## config.mk

```make
export PLATFORM = sky130hd
export DESIGN_NAME = evt_count_bank
export DESIGN_NICKNAME = d
export VERILOG_FILES = /design/src/rtl/evt_count_bank.sv
export SDC_FILE = /design/constraint.sdc
export NUM_CORES = 1
export LEC_CHECK = 0
export ABC_AREA = 1
export BUFFER_PORTS_ARGS = -buffer_cell sky130_fd_sc_hd__buf_2
export CAP_MARGIN = 30
export CORE_ASPECT_RATIO = 0.5
export CORE_MARGIN = 2
export CORE_UTILIZATION = 43
export DETAILED_ROUTE_END_ITERATION = 6
export MAX_ROUTING_LAYER = met4
export PLACE_DENSITY_LB_ADDON = 0.3
export SYNTH_ARGS = -nofsm -noshare
export SYNTH_HDL_FRONTEND = slang
export SYNTH_SLANG_ARGS = --single-unit
export TNS_END_PERCENT = 10
```

## constraint.sdc

```tcl
create_clock -name pclk -period 5.48 [get_ports pclk]
set_input_delay 0.548 -clock pclk [delete_from_list [all_inputs] [get_ports pclk]]
set_output_delay 0.548 -clock pclk [all_outputs]
set_load 0.005 [all_outputs]
```

## src/rtl/evt_count_bank.sv

```systemverilog
module evt_count_bank #(
  parameter int NUM_EVT = 18,
  parameter int CNT_W   = 16,
  parameter int ADDR_W  = 8
) (
  input  logic              pclk,
  input  logic              presetn,
  input  logic              psel,
  input  logic              penable,
  input  logic              pwrite,
  input  logic [ADDR_W-1:0] paddr,
  input  logic [31:0]       pwdata,
  output logic [31:0]       prdata,
  output logic              pready,
  output logic              pslverr,
  input  logic [NUM_EVT-1:0] evt_strobe
);
  localparam int WORD_W = ADDR_W - 2;
  localparam int LAST_OFF = 4 * NUM_EVT;
  localparam logic [CNT_W-1:0] CNT_MAX = '1;

  logic en_q, clr_q;
  logic [CNT_W-1:0] cnt [NUM_EVT];
  logic [31:0] rdata;

  wire [WORD_W-1:0] word = paddr[ADDR_W-1:2];
  wire acc    = psel & penable;
  wire mapped = (paddr[1:0] == 2'b00) && (paddr <= ADDR_W'(LAST_OFF));
  wire wr_en  = acc & pwrite & mapped;
  wire ctl_wr = wr_en && (word == '0);
  wire unused_bits = &{1'b0, pwdata};

  assign pready  = 1'b1;
  assign pslverr = acc & ~mapped;
  assign prdata  = mapped ? rdata : 32'd0;

  always_ff @(posedge pclk) begin
    if (!presetn) begin
      en_q  <= 1'b0;
      clr_q <= 1'b0;
    end else if (ctl_wr) begin
      en_q  <= pwdata[0];
      clr_q <= pwdata[1];
    end
  end

  always_comb begin
    rdata = '0;
    if (word == '0) rdata = {30'd0, clr_q, en_q};
    for (int k = 0; k < NUM_EVT; k++)
      if (word == WORD_W'(k + 1)) rdata = 32'(cnt[k]);
  end

  for (genvar k = 0; k < NUM_EVT; k++) begin : g_cnt
    wire hit = wr_en && (word == WORD_W'(k + 1));

    always_ff @(posedge pclk) begin
      if (!presetn)                                   cnt[k] <= '0;
      else if (clr_q)                                 cnt[k] <= '0;
      else if (hit)                                   cnt[k] <= pwdata[CNT_W-1:0];
      else if (en_q && evt_strobe[k] && cnt[k] != CNT_MAX) cnt[k] <= cnt[k] + 1'b1;
    end

    p_count_up_r2: assert property (@(posedge pclk) disable iff (!presetn)
      en_q && !clr_q && !hit && evt_strobe[k] && cnt[k] != CNT_MAX |=> cnt[k] == $past(cnt[k]) + 1'b1);
    p_no_wrap_r3: assert property (@(posedge pclk) disable iff (!presetn)
      cnt[k] == CNT_MAX && !clr_q && !hit |=> cnt[k] == CNT_MAX);
    p_idle_hold_r4: assert property (@(posedge pclk) disable iff (!presetn)
      !en_q && !clr_q && !hit |=> $stable(cnt[k]));
    p_clear_zero_r5: assert property (@(posedge pclk) disable iff (!presetn)
      clr_q |=> cnt[k] == '0);
    p_preset_r6: assert property (@(posedge pclk) disable iff (!presetn)
      hit && !clr_q |=> cnt[k] == $past(pwdata[CNT_W-1:0]));
  end

  p_ctrl_load_r8: assert property (@(posedge pclk) disable iff (!presetn)
    ctl_wr |=> en_q == $past(pwdata[0]) && clr_q == $past(pwdata[1]));
  p_err_quiet_r9: assert property (@(posedge pclk) disable iff (!presetn)
    pslverr |-> prdata == 32'd0 && !ctl_wr);
endmodule

```

==> results of run 1 <==
-- cell type report --
class | instances | area (sq um) | share of cell area, %
antenna | 1 | 2.50 | 0.0119
clock buffer | 36 | 795 | 3.77
clock inverter | 22 | 150 | 0.713
inverter | 283 | 1060 | 5.06
multi-input combinational | 1668 | 8800 | 41.8
sequential | 290 | 8690 | 41.3
tap | 588 | 736 | 3.49
timing repair buffer | 108 | 817 | 3.88
-- sequential cells by signal, summed over array words and instances, names as in the netlist --
name   flops
cnt      288
en_q       1
clr_q      1
-- tightest hold or removal path: stages --
cell and delay [ns]:
sky130_fd_sc_hd__buf_2 0.12, sky130_fd_sc_hd__o21ai_0 0.08, sky130_fd_sc_hd__a21oi_1 0.04
-- per-layer routing --
layer | global-route usage (%) | vias to the layer above | share of wire [%]
met5 | - | - | 0
met4 | 7.60 | 0 | 3.2
met3 | 5.36 | 122 | 11
met2 | 40.1 | 894 | 44
met1 | 36.4 | 8281 | 42
li1 | - | 8217 | -
-- logic make-up after synthesis --
group | after synthesis | synth area share, %
AOI/OAI and AO/OA | 479 | 14.3
adders and majority gates | 18 | 1.19
xor gates and xnor gates | 141 | 6.52
and+or+nand+nor | 1013 | 24.0
buffers and inverters | 378 | 8.07
DFF | 290 | 45.8
other | 2 | 0.0396
-- final timing paths --
check,startpoint,end,slack [ns],depth (start not counted)
worst max register to register,cnt[12][0]$_DFFE_PP_,cnt[12][7]$_DFFE_PP_,2.01,11
worst min-delay path,presetn,en_q$_SDFFE_PN0P_,0.24,3
worst max-delay path,paddr[7],prdata[11],1.33,17
worst min register to register,clr_q$_SDFFE_PN0P_,clr_q$_SDFFE_PN0P_,0.54,2
-- cell usage in the layout, fill, tap and decap left out, drive strengths merged --
master / n
a211oi: 1
a21oi: 86
a31o: 1
a31oi: 2
buf: 108
bufinv: 2
clkbuf: 36
clkinv: 32
conb: 17
dfxtp: 2
diode: 1
edfxtp: 288
ha: 18
inv: 271
nand2: 421
nand3: 208
nand3b: 10
nand4: 65
nor2: 194
nor3: 64
nor3b: 5
nor4: 10
o2111ai: 2
o211a: 3
o211ai: 7
o21ai: 199
o21bai: 1
o221ai: 2
o22ai: 158
o31ai: 4
o32ai: 13
or2: 36
xnor2: 27
xor2: 114
-- report_power, final --
| group | total [mW] | internal, mW | leakage [nW] | switching [mW] |
|---|---|---|---|---|
| Sequential | 2.59 | 2.51 | 2.99 | 0.0749 |
| Clock | 2.05 | 1.12 | 0.469 | 0.928 |
| Combinational | 0.374 | 0.104 | 4.22 | 0.269 |
==> flow_summary.toml, run 1 <==
[synth]
yosys-top-cells-count = "419 x sky130_fd_sc_hd__nand2_1, 288 x sky130_fd_sc_hd__edfxtp_1, 267 x sky130_fd_sc_hd__inv_1, 203 x sky130_fd_sc_hd__nand3_1, 192 x sky130_fd_sc_hd__o21ai_0"
synth_cells = 2321
synth_area_per_cell_sq_um = 8.17
post-synth-top-area-cell = "sky130_fd_sc_hd__edfxtp_1"
synth.ff_latch_count = 290
yosys.area.top_type_share_pct = 45.6
ys.warnings.count = 0
synth_seq_area_share_pct = 45.8
yosys.cell_count.top_type = "sky130_fd_sc_hd__nand2_1"
yosys.cell_types.count = 44
synthesis.area_sq_um = 19000
ys_async_sr_fraction_pct = 0
synth-edff-count = 288
dominantRegCellSynth = "sky130_fd_sc_hd__edfxtp_1"
post_synth_main_area_contributors = "sky130_fd_sc_hd__edfxtp_1 46%, sky130_fd_sc_hd__nand2_1 8.3%, sky130_fd_sc_hd__nand3_1 5.4%"

[timing]
setup_viol_count_final = 0
timing.clock.skew_ns = 0.0222
post-route-worst-setup-slack_ns = 1.33
rsz0062_at_grt = "false"
timing.slew.headroom_pct = 34.1
tightest_slew_ns = 0.985
final-hold-violation-count = 0
fin_setup_tns_ns = 0
final_report_max_slew_violation_count = 0
period_minus_slack_ns = 4.15
fmaxAchievable_mhz = 241
period_share_pct = 75.7
hold_ws_ns = 0.242

[run_status]
status = "completed"

[drt]
antenna_violating_nets_post_route = 0
number_of_vias_per_cell = 5.85
detailedRoute.firstPassIterationCount = 6
via_count = 17500
routed_wirelength_microns = 60900
route.detailed.drc = 0
post_drt_wl_per_cell_microns = 20.3
dr.first_iter.drc_count = 2073

[clocking]
cts.htree.levels = 1
hold_buffers = 0
cts_resized = 0
cts_tree = "built"
root_buffer = "sky130_fd_sc_hd__clkbuf_16"
count_of_buffers_added_by_post_cts_timing_repair_for_setup = 0
cts-buffers-inserted = 31
insertion_delay_ns = 0.59
clock-sinks = 290
max-clock-path-buffers = 3
cts.reportedPaths.clkPinSlew_ns = 0.07

[worst_hold_path]
hold_path_class = "input pin to flop"

[floorplan]
floorplan.die.height_microns = 152
std_cell_rows = 54
die_area_sq_um = 45900
core_region_area_sq_um = 43500
design.portCount = 97
initial_standard_cell_utilization_of_the_core_pct = 43.6
die_width_microns = 301

[power_and_ir_drop]
peakVddDrop_uv = 248
leakagePower_nw = 7.68
post-layout-total-power_mw = 5.01
p_per_area_nw_per_um2 = 238

[layout]
final_net_count = 2463
final_cell_area_sq_um = 21100
drive_above_1_share_pct = 8.64
final_core_utilization_pct = 48.4
area_growth_syn_to_layout_pct = 11.1
layout.filler_cells = 4166
post_layout_nonfiller_instances = 2996

[placement]
numPlacedInstances = 2936
numPortBuffers = 63
place_worst_setup_slack_ns = 1.17
placement_stage_cell_area_sq_um = 20100
hpwl_microns = 42100
gp_congestion = 0.929

[setup_path]
critical_path.startpoint_type = "input pin"
critPathMaxFanout = 12
critical_path_buf_inv_count = 2
slowest_stage = "sky130_fd_sc_hd__nor2_1"
worstPathArrival_ns = 3.60
crit_type = "input pin to output port"
timing.critical_path.required_ns = 4.93
critical_path.endpoint_type = "output port"
series_of_cell_instances_along_the_critical_path = "buf_2, nor2_1, nand2_1, nor2_1, nand2_1, nand2_1, nor2_1, nand4_1, nand2_1, nand3_1, nand2_1, nand4_1, nand2_1, nand2_1, nand2_1, a21oi_1, buf_2"
path_common_cell = "sky130_fd_sc_hd__nand2_1"
worst_path_dominant_cell_family = "simple AND/OR/NAND/NOR gates"
max_stage_delay_ns = 0.63

[global_route]
grt_first_pass_wirelength_microns = 92000
number_of_global_route_vias_before_repair = 16000
grt_overflow_total = 0
grt_antenna_before_repair = 2
grt_start_max_net_pins = 38
gr-usage-all-layers_pct = 26.6

[run]
drv_cap = 0
Power figures use the tool's default switching activity.
==> run 2: changes to the inputs <==
==> constraint.sdc (replaced) <==
create_clock -name pclk -period 3.6 [get_ports pclk]
set_input_delay 0.36 -clock pclk [delete_from_list [all_inputs] [get_ports pclk]]
set_output_delay 0.36 -clock pclk [all_outputs]
set_load 0.005 [all_outputs]
==> run 2 against run 1 <==
Sequential share of layout area shrank 0.37 points. Critical path type unchanged. Cell area grew 0.90%. Wire length grew 2.5%. Critical endpoint is now prdata[0]. Clock power grew 72%. Hold slack worse by 0.17 ns. Largest power group unchanged.
==> flow_summary.toml, run 2 (synthesized netlist as in run 1, its figures left out) <==
[timing]
tightest_slew_ns = 0.737
timing.slew.headroom_pct = 50.8
rsz0062_at_grt = "false"
timing.clock.skew_ns = 0.00972
final_report_max_slew_violation_count = 0
fmaxAchievable_mhz = 296
setup_viol_count_final = 0
period_minus_slack_ns = 3.38
period_share_pct = 93.9
final-hold-violation-count = 0
fin_setup_tns_ns = 0

[drt]
routed_wirelength_microns = 62500
via_count = 17800
antenna_violating_nets_post_route = 0
route.detailed.drc = 0
number_of_vias_per_cell = 5.88
post_drt_wl_per_cell_microns = 20.7
dr.first_iter.drc_count = 2145
detailedRoute.firstPassIterationCount = 6

[power_and_ir_drop]
internal_power_mw = 6.04
leakagePower_nw = 7.81
post-layout-total-power_mw = 8.03
peakVddDrop_uv = 346
total_switching_power_mw = 1.99
switching_share_pct = 24.8
power.share.combinational_pct = 7.1
share_seq_of_total_power_pct = 49.0
share_clk_of_total_power_pct = 43.9
p_per_area_nw_per_um2 = 378

[clocking]
max-clock-path-buffers = 3
cts_tree = "built"
cts_resized = 0
cts.reportedPaths.clkPinSlew_ns = 0.06
hold_buffers = 0
clock-sinks = 290
insertion_delay_ns = 0.58
root_buffer = "sky130_fd_sc_hd__clkbuf_16"
cts.htree.levels = 1
count_of_buffers_added_by_post_cts_timing_repair_for_setup = 0
cts-buffers-inserted = 31

[layout]
largest_register_ffs = 288
final_net_count = 2488
commonest_non_fill_non_tap_cell_in_the_layout = "sky130_fd_sc_hd__nand2_1"
most-common-layout-cells = "419 x sky130_fd_sc_hd__nand2_1, 288 x sky130_fd_sc_hd__edfxtp_1, 267 x sky130_fd_sc_hd__inv_1"
drive_above_1_share_pct = 10.0
multiInputGateArea_sq_um = 8800
layout_top_registers = "cnt: 288 flops, clr_q: 1 flops, en_q: 1 flops"
area_growth_syn_to_layout_pct = 12.1
final_core_utilization_pct = 48.8
n_antenna_cell = 0
max_flop_register = "cnt"
area.sequential_sq_um = 8690
layout.filler_cells = 4162

[setup_path]
series_of_cell_instances_along_the_critical_path = "buf_2, inv_1, nand2_1, nor2_1, nand2_1, nor2_1, inv_1, or2_2, nand2_1, nand4_1, nor2_1, nand4_1, nor2_1, nand3_1, nand2_1, inv_1, buf_2"
cp-startpoint = "paddr[6]"
critical_path.startpoint_type = "input pin"
ff2ff_path_depth = 12
critical_path_buf_inv_count = 5
timing.reg2reg.setup_slack_ns = 0.45
worstPathArrival_ns = 3.02
timing.critical_path.depth = 17
crit_type = "input pin to output port"
worst_path_dominant_cell_family = "simple AND/OR/NAND/NOR gates"
critical_path.endpoint_type = "output port"
reg2reg_to = "cnt[5][11]$_DFFE_PP_"
critical_path.endpoint = "prdata[0]"
critPathMaxFanout = 5
slowest_stage = "sky130_fd_sc_hd__nor2_1"
regToRegStartpoint = "cnt[5][0]$_DFFE_PP_"
timing.critical_path.required_ns = 3.24
max_stage_delay_ns = 0.32

[placement]
hpwl_microns = 43000
numPortBuffers = 63
gp_congestion = 0.936

[run_status]
status = "completed"

[floorplan]
floorplan.die.height_microns = 152
die_area_sq_um = 45900
core_region_area_sq_um = 43500
initial_standard_cell_utilization_of_the_core_pct = 43.6
die_width_microns = 301
std_cell_rows = 54
design.portCount = 97

[global_route]
grt_antenna_before_repair = 0
grt_start_max_net_pins = 38
number_of_global_route_vias_before_repair = 16500
gr-usage-all-layers_pct = 27.6
grt_first_pass_wirelength_microns = 95600
grt_overflow_total = 0

[run]
drv_cap = 0

[worst_hold_path]
hold_path_class = "input pin to flop"
-- run 2: changes by cell type in the layout (fill, tap and decap cells not counted), sizes merged --
cell	before	now
clkinv	32	30
buf	108	133
bufinv	2	7
diode	1	0
inv	271	270
clkbuf	36	31
clkinvlp	0	2
-- run 2: how the worst min path moves through the flow --
stage / from / end / slack, ns / depth (start not counted)
after floorplan: clr_q$_SDFFE_PN0P_ / clr_q$_SDFFE_PN0P_ / 0.46 / 2
after global placement: clr_q$_SDFFE_PN0P_ / clr_q$_SDFFE_PN0P_ / 0.52 / 2
after detailed placement: clr_q$_SDFFE_PN0P_ / clr_q$_SDFFE_PN0P_ / 0.52 / 2
after CTS: presetn / en_q$_SDFFE_PN0P_ / 0.05 / 3
after global routing: presetn / clr_q$_SDFFE_PN0P_ / 0.07 / 3
final: presetn / clr_q$_SDFFE_PN0P_ / 0.07 / 3
-- run 2: stage by stage --
step / cell area [sq um] / setup WS (ns) / hold slack [ns] / instances
2_1_floorplan: 19000 / 0.743 / 0.457 / 2336
3_3_place_gp: 20100 / 0.466 / 0.515 / 2960
3_5_place_dp: 20200 / 0.410 / 0.519 / 2962
4_1_cts: 21200 / 0.378 / 0.0509 / 3019
5_1_grt: 21200 / 0.101 / 0.0736 / 3019
6_report: 21200 / 0.219 / 0.0696 / 3019
-- run 2: power groups by stage --
stage | clock network (mW) | logic (mW) | registers (mW)
6_report | 3.53 | 0.570 | 3.94
5_1_grt | 3.66 | 0.608 | 3.95
4_1_cts | 3.54 | 0.556 | 3.93
3_5_place_dp | 0 | 0.553 | 4.00
3_3_place_gp | 0 | 0.542 | 4.00
2_1_floorplan | 0 | 0.313 | 3.97
-- run 2: worst min-delay path: cells and delay by family --
family / cells / cell delay (ns)
buffers and inverters: 1 / 0.13
AO/OA/AOI/OAI: 2 / 0.11
-- run 2: layer usage --
metal | part of all wire (%) | vias up | GRT usage, %
met1 | 42 | 8479 | 38.0
met4 | 3.8 | 0 | 9.36
met5 | 0 | - | -
met2 | 45 | 858 | 41.3
li1 | - | 8271 | -
met3 | 9.3 | 157 | 4.66
-- run 2: final cells by class --
type / count / area share (%)
Multi-Input combinational cell: 1668 / 41.4
Sequential cell: 290 / 40.9
Inverter: 283 / 5.01
Timing Repair Buffer: 133 / 4.09
Clock buffer: 31 / 3.65
Tap cell: 588 / 3.46
Clock inverter: 26 / 1.45
